## src/rtl/store_xchg_merge.sv

```systemverilog
module store_xchg_merge #(
  parameter int DW = 32
) (
  input  logic          clk,
  input  logic          rst_n,
  input  logic          op_valid,
  output logic          op_ready,
  input  logic [7:0]    op_code,
  input  logic [DW-1:0] op_reg,
  input  logic          op_hsel,
  input  logic [DW-1:0] mem_rdata,
  output logic          wr_en,
  output logic [DW-1:0] wr_data,
  output logic [3:0]    wr_be,
  output logic          flag_we,
  output logic          excess,
  output logic          reg_we,
  output logic [DW-1:0] reg_wdata,
  output logic          lock,
  input  logic          irq_req,
  output logic          irq_take
);
  localparam int HW = DW / 2;

  typedef enum logic [1:0] {S_IDLE, S_RD, S_WR} st_t;
  st_t st;

  logic [DW-1:0] reg_q;
  logic          hsel_q, full_q, exc_q, irq_hold;

  function automatic logic [DW-1:0] put16(input logic [DW-1:0] w, input logic hs, input logic [HW-1:0] h);
    return hs ? {w[DW-1:HW], h} : {h, w[HW-1:0]};
  endfunction

  function automatic logic [DW-1:0] put8(input logic [DW-1:0] w, input logic [1:0] lane, input logic [7:0] b);
    logic [DW-1:0] r;
    r = w;
    r[lane*8 +: 8] = b;
    return r;
  endfunction

  wire       accept = op_valid & op_ready;
  wire       fits   = (&op_reg[DW-1:HW-1]) | ~(|op_reg[DW-1:HW-1]);
  wire [3:0] hbe    = op_hsel ? 4'b0011 : 4'b1100;
  wire [1:0] up_ln  = {~op_hsel, 1'b1};
  wire [1:0] lo_ln  = {~op_hsel, 1'b0};

  logic [DW-1:0] n_data;
  logic [3:0]    n_be;
  logic          n_wr, n_fwe, n_xchg;

  always_comb begin
    n_data = mem_rdata;
    n_be   = 4'b0000;
    n_wr   = 1'b0;
    n_fwe  = 1'b0;
    n_xchg = 1'b0;
    case (op_code)
      8'h26: begin n_data = op_reg; n_be = 4'b1111; n_wr = 1'b1; n_fwe = 1'b1; end
      8'h66: begin n_data = put16(mem_rdata, op_hsel, op_reg[HW-1:0]); n_be = hbe; n_wr = 1'b1; n_fwe = 1'b1; end
      8'h64: begin n_data = put16(mem_rdata, op_hsel, op_reg[DW-1:HW]); n_be = hbe; n_wr = 1'b1; n_fwe = 1'b1; end
      8'h25: begin n_data = put8(mem_rdata, up_ln, op_reg[7:0]); n_be = 4'b0001 << up_ln; n_wr = 1'b1; end
      8'h65: begin n_data = put8(mem_rdata, lo_ln, op_reg[7:0]); n_be = 4'b0001 << lo_ln; n_wr = 1'b1; end
      8'h27: begin n_data = '0; n_be = 4'b1111; n_wr = 1'b1; end
      8'h67: begin n_data = put16(mem_rdata, op_hsel, '0); n_be = hbe; n_wr = 1'b1; end
      8'h2E, 8'h6E: n_xchg = 1'b1;
      default: ;
    endcase
  end

  wire [HW-1:0] old_half = hsel_q ? mem_rdata[HW-1:0] : mem_rdata[DW-1:HW];

  always_ff @(posedge clk or negedge rst_n) begin
    if (!rst_n) begin
      st        <= S_IDLE;
      reg_q     <= '0;
      hsel_q    <= 1'b0;
      full_q    <= 1'b0;
      exc_q     <= 1'b0;
      wr_en     <= 1'b0;
      wr_data   <= '0;
      wr_be     <= '0;
      flag_we   <= 1'b0;
      excess    <= 1'b0;
      reg_we    <= 1'b0;
      reg_wdata <= '0;
    end else begin
      wr_en   <= 1'b0;
      flag_we <= 1'b0;
      excess  <= 1'b0;
      reg_we  <= 1'b0;
      case (st)
        S_IDLE: if (accept) begin
          if (n_xchg) begin
            st     <= S_RD;
            reg_q  <= op_reg;
            hsel_q <= op_hsel;
            full_q <= (op_code == 8'h2E);
            exc_q  <= ~fits;
          end else begin
            wr_en   <= n_wr;
            wr_data <= n_data;
            wr_be   <= n_be;
            flag_we <= n_fwe;
            excess  <= n_fwe & ~fits;
          end
        end
        S_RD: begin
          st      <= S_WR;
          wr_en   <= 1'b1;
          flag_we <= 1'b1;
          excess  <= exc_q;
          reg_we  <= 1'b1;
          if (full_q) begin
            wr_data   <= reg_q;
            wr_be     <= 4'b1111;
            reg_wdata <= mem_rdata;
          end else begin
            wr_data   <= put16(mem_rdata, hsel_q, reg_q[HW-1:0]);
            wr_be     <= hsel_q ? 4'b0011 : 4'b1100;
            reg_wdata <= {{HW{old_half[HW-1]}}, old_half};
          end
        end
        default: st <= S_IDLE;
      endcase
    end
  end

  assign op_ready = (st == S_IDLE);
  assign lock     = (st != S_IDLE);

  always_ff @(posedge clk or negedge rst_n) begin
    if (!rst_n)              irq_hold <= 1'b0;
    else if (irq_req & lock) irq_hold <= 1'b1;
    else if (!lock)          irq_hold <= 1'b0;
  end

  assign irq_take = (irq_req | irq_hold) & ~lock;

  a_r9_lock_two: assert property (@(posedge clk) disable iff (!rst_n)
    (lock && $past(lock)) |=> !lock);
  a_r9_lock_min: assert property (@(posedge clk) disable iff (!rst_n)
    $rose(lock) |=> lock);
  a_r9_return_locked: assert property (@(posedge clk) disable iff (!rst_n)
    reg_we |-> (lock && wr_en && flag_we));
  a_r11_no_take_locked: assert property (@(posedge clk) disable iff (!rst_n)
    irq_take |-> !lock);
  a_r11_deferred: assert property (@(posedge clk) disable iff (!rst_n)
    ($fell(lock) && $past(irq_req)) |-> irq_take);
  a_r6_byte_no_flag: assert property (@(posedge clk) disable iff (!rst_n)
    (wr_en && $countones(wr_be) == 1) |-> !flag_we);
  a_r4_be_shape: assert property (@(posedge clk) disable iff (!rst_n)
    wr_en |-> ($countones(wr_be) != 0 && $countones(wr_be) != 3));
  a_r3_excess_strobe: assert property (@(posedge clk) disable iff (!rst_n)
    excess |-> flag_we);
endmodule

```

## config.mk

```make
export PLATFORM = sky130hd
export DESIGN_NAME = store_xchg_merge
export DESIGN_NICKNAME = d
export VERILOG_FILES = /design/src/rtl/store_xchg_merge.sv
export SDC_FILE = /design/constraint.sdc
export NUM_CORES = 1
export LEC_CHECK = 0
export ABC_AREA = 1
export CELL_PAD_IN_SITES_DETAIL_PLACEMENT = 1
export CELL_PAD_IN_SITES_GLOBAL_PLACEMENT = 1
export CORE_ASPECT_RATIO = 1.75
export CORE_UTILIZATION = 28
export CTS_CLUSTER_DIAMETER = 40
export CTS_CLUSTER_SIZE = 12
export DETAILED_ROUTE_END_ITERATION = 8
export PLACE_DENSITY = 0.73
export SKIP_CTS_REPAIR_TIMING = 1
export SLEW_MARGIN = 30
export SYNTH_ARGS = -nofsm -noshare
export SYNTH_HDL_FRONTEND = slang
export SYNTH_SLANG_ARGS = --single-unit
```

## constraint.sdc

```tcl
create_clock -name clk -period 1.69 [get_ports clk]
set_input_delay 0.4225 -clock clk [delete_from_list [all_inputs] [get_ports clk]]
set_output_delay 0.4225 -clock clk [all_outputs]
set_load 0.05 [all_outputs]
```

==> results.json <==
{
  "power_density_mw_per_mm2": 725,
  "grtUsageTotal": 0.268,
  "drt_iter0_drc": 646,
  "fp.dieW_um": 129,
  "hold_depth": 3,
  "drt-total-wl_um": 38100,
  "cts_tree": "built",
  "grt_pass1_vias": 10100,
  "cts_sinks": 110,
  "hold_path_end": "full_q",
  "cp_data_arrival_time_ns": 1.30,
  "stdcell_area_mm2": 0.0125,
  "cts_root_buf": "clkbuf_16",
  "placed_cells": 1810,
  "tightest_slew_ns": 0.416,
  "dr.pass1.iters": 5,
  "synth-seq-area-share": 0.350,
  "clock.fmax_mhz": 580,
  "yosys.cell_types.count": 34,
  "rows": 80,
  "rsz0062_at_grt": "true",
  "pre_cts_ws_ns": -0.556,
  "fin_crit_sh": 1.02,
  "fin_tns_setup_ns": -0.0686,
  "synth_top_area_cell": "dfrtp_1",
  "r2r-end": "wr_data[13]",
  "cts_made_buffers": 9,
  "status": "finished with violations",
  "drive_gt1_frac": 0.247,
  "fin_util": 0.455,
  "r2r-start": "full_q",
  "io_pins": 152,
  "ir_drop_mv": 0.522,
  "slew_viol_final": 0,
  "start_util": 0.287,
  "holdCritPathClass": "in2reg",
  "ys_top_cells_by_area": "dfrtp_1, nand2_1, nand3_1, o21ai_0, a21oi_1",
  "final_nets": 1547,
  "cp-start-kind": "register",
  "core_region_area_mm2": 0.0274,
  "synthCells": 1188,
  "gp_congestion": 0.948,
  "finalSetupViolations": 2,
  "hpwl_um": 28700,
  "hold_viol": 0,
  "ant_nets": 0,
  "end_kind": "output pin",
  "clk_latency_ns": 0.39,
  "cap_violations": 0,
  "clk_pin_slew_worst_paths_ns": 0.08,
  "netlist.area_leader.share": 0.350,
  "stdcell_count": 1845,
  "p_leak_nw": 5.98,
  "final_cell_mix": "nand2_1, buf_4, nand3_1",
  "wl_per_cell_um": 20.7,
  "r2r_slack_ns": 0.07,
  "area_delta_synth_final_pct": 58.6,
  "fin_ws_ns": -0.0349,
  "ctsLongestPathBuffers": 2,
  "port_buffers": 151,
  "ys_warn_count": 0,
  "cp_data_required_time_ns": 1.27,
  "layout_commonest_cell": "nand2_1",
  "min_period_ns": 1.72,
  "syn_area_per_cell_um2": 6.63,
  "failed_checks": "setup timing",
  "nFillCells": 3385,
  "drc": 0,
  "synth.net_count": 1265,
  "num_vias": 9773,
  "hold_path.startpoint": "op_code[6]",
  "grt_max_degree": 70,
  "via_per_inst": 5.30,
  "crit_fanout": 4,
  "synthesis.area_mm2": 0.00787,
  "slew_headroom": 0.720,
  "grt_overflow": 0,
  "grt_pass1_wl_um": 58100,
  "worst_r2r_path_depth": 7,
  "skew_ns": 0.0110,
  "fp.dieH_um": 224,
  "ys_ff_latch": 110,
  "dpl_cell_area_mm2": 0.0118,
  "dieArea_mm2": 0.0288,
  "antenna_found_initial": 1,
  "critical_path_class": "reg2out",
  "cts_max_level": 3
}
-- synthesized netlist by cell type --
cell type / count
buf_4: 9
inv_1: 78
inv_2: 5
nand3_1: 164
nor2_1: 110
o211ai_4: 1
nand4_1: 43
clkbuf_1: 26
nor2_2: 3
nor3_1: 2
buf_2: 38
o21ai_0: 123
buf_6: 14
buf_1: 2
o21ai_1: 18
nor3_2: 1
clkbuf_2: 1
nor4_1: 4
nand2_2: 3
or2_2: 7
nand2_4: 3
o211ai_1: 1
nand2_1: 278
clkinv_1: 1
o21a_1: 1
dfrtp_1: 110
o21ai_4: 1
nor2_4: 7
a22oi_1: 11
a21oi_1: 104
a21oi_2: 1
a31oi_1: 14
a21boi_0: 1
nand3_2: 3
-- worst max-delay path: stages, from the launching register on --
cell     delay, ns
dfrtp_2       0.45
nor2_4        0.12
inv_2         0.07
buf_4         0.14
buf_12        0.14
-- power breakdown --
part           internal [mW]  switching (mW)  total [mW]
Sequential              2.89           0.295        3.18
Combinational           1.51            1.89        3.40
Clock                   1.35            1.13        2.48
Total                   5.74            3.31        9.06
-- layer usage --
| metal | part of all wire | track usage | wire length (µm) |
|---|---|---|---|
| met5 | 0 | 0 | 0 |
| met4 | 0.070 | 0.195 | 2680 |
| met3 | 0.041 | 0.0337 | 1560 |
| met2 | 0.49 | 0.439 | 18600 |
| met1 | 0.40 | 0.320 | 15300 |
-- final cells by class --
class	instances	area [µm²]	area share
tap	369	462	0.0370
timing repair buffer	361	4230	0.339
antenna	1	2.50	0.000200
inverter	84	322	0.0257
clock buffer	10	239	0.0191
sequential	110	2760	0.221
multi-input combinational	904	4390	0.351
clock inverter	6	90.1	0.00721
-- flip-flops by register name (all words and copies together), names as in the netlist, 2 cells and up --
name,count
reg_q,32
reg_wdata,32
wr_data,32
wr_be,4
st,2
-- through the flow --
| stage | hold WS (ns) | total power, mW |
|---|---|---|
| after floorplan | 0.127 | 4.59 |
| after global placement | 0.367 | 6.48 |
| after detailed placement | 0.369 | 6.55 |
| after CTS | -0.0542 | 9.04 |
| after global routing | 0.453 | 9.41 |
| final | 0.448 | 9.06 |
-- worst max path at each step --
stage,slack (ns),startpoint,cells after the start,to
floorplan,-0.27,st[1],3,irq_take
global placement,-0.50,op_code[6],13,wr_en
detailed placement,-0.56,op_code[6],13,wr_en
CTS,-0.24,st[1],4,lock
global route,-0.08,st[1],4,irq_take
finish,-0.03,st[1],4,lock
-- cells by family (layout without fill, tap and decap cells) --
| kind of cell | Yosys count | count (layout) | share of synthesized area |
|---|---|---|---|
| AOI/OAI and AO/OA | 276 | 276 | 0.186 |
| and+or+nand+nor | 628 | 628 | 0.358 |
| DFF | 110 | 110 | 0.350 |
| other | 0 | 1 | 0 |
| buffers and inverters | 174 | 461 | 0.107 |
Power figures use the tool's default switching activity.
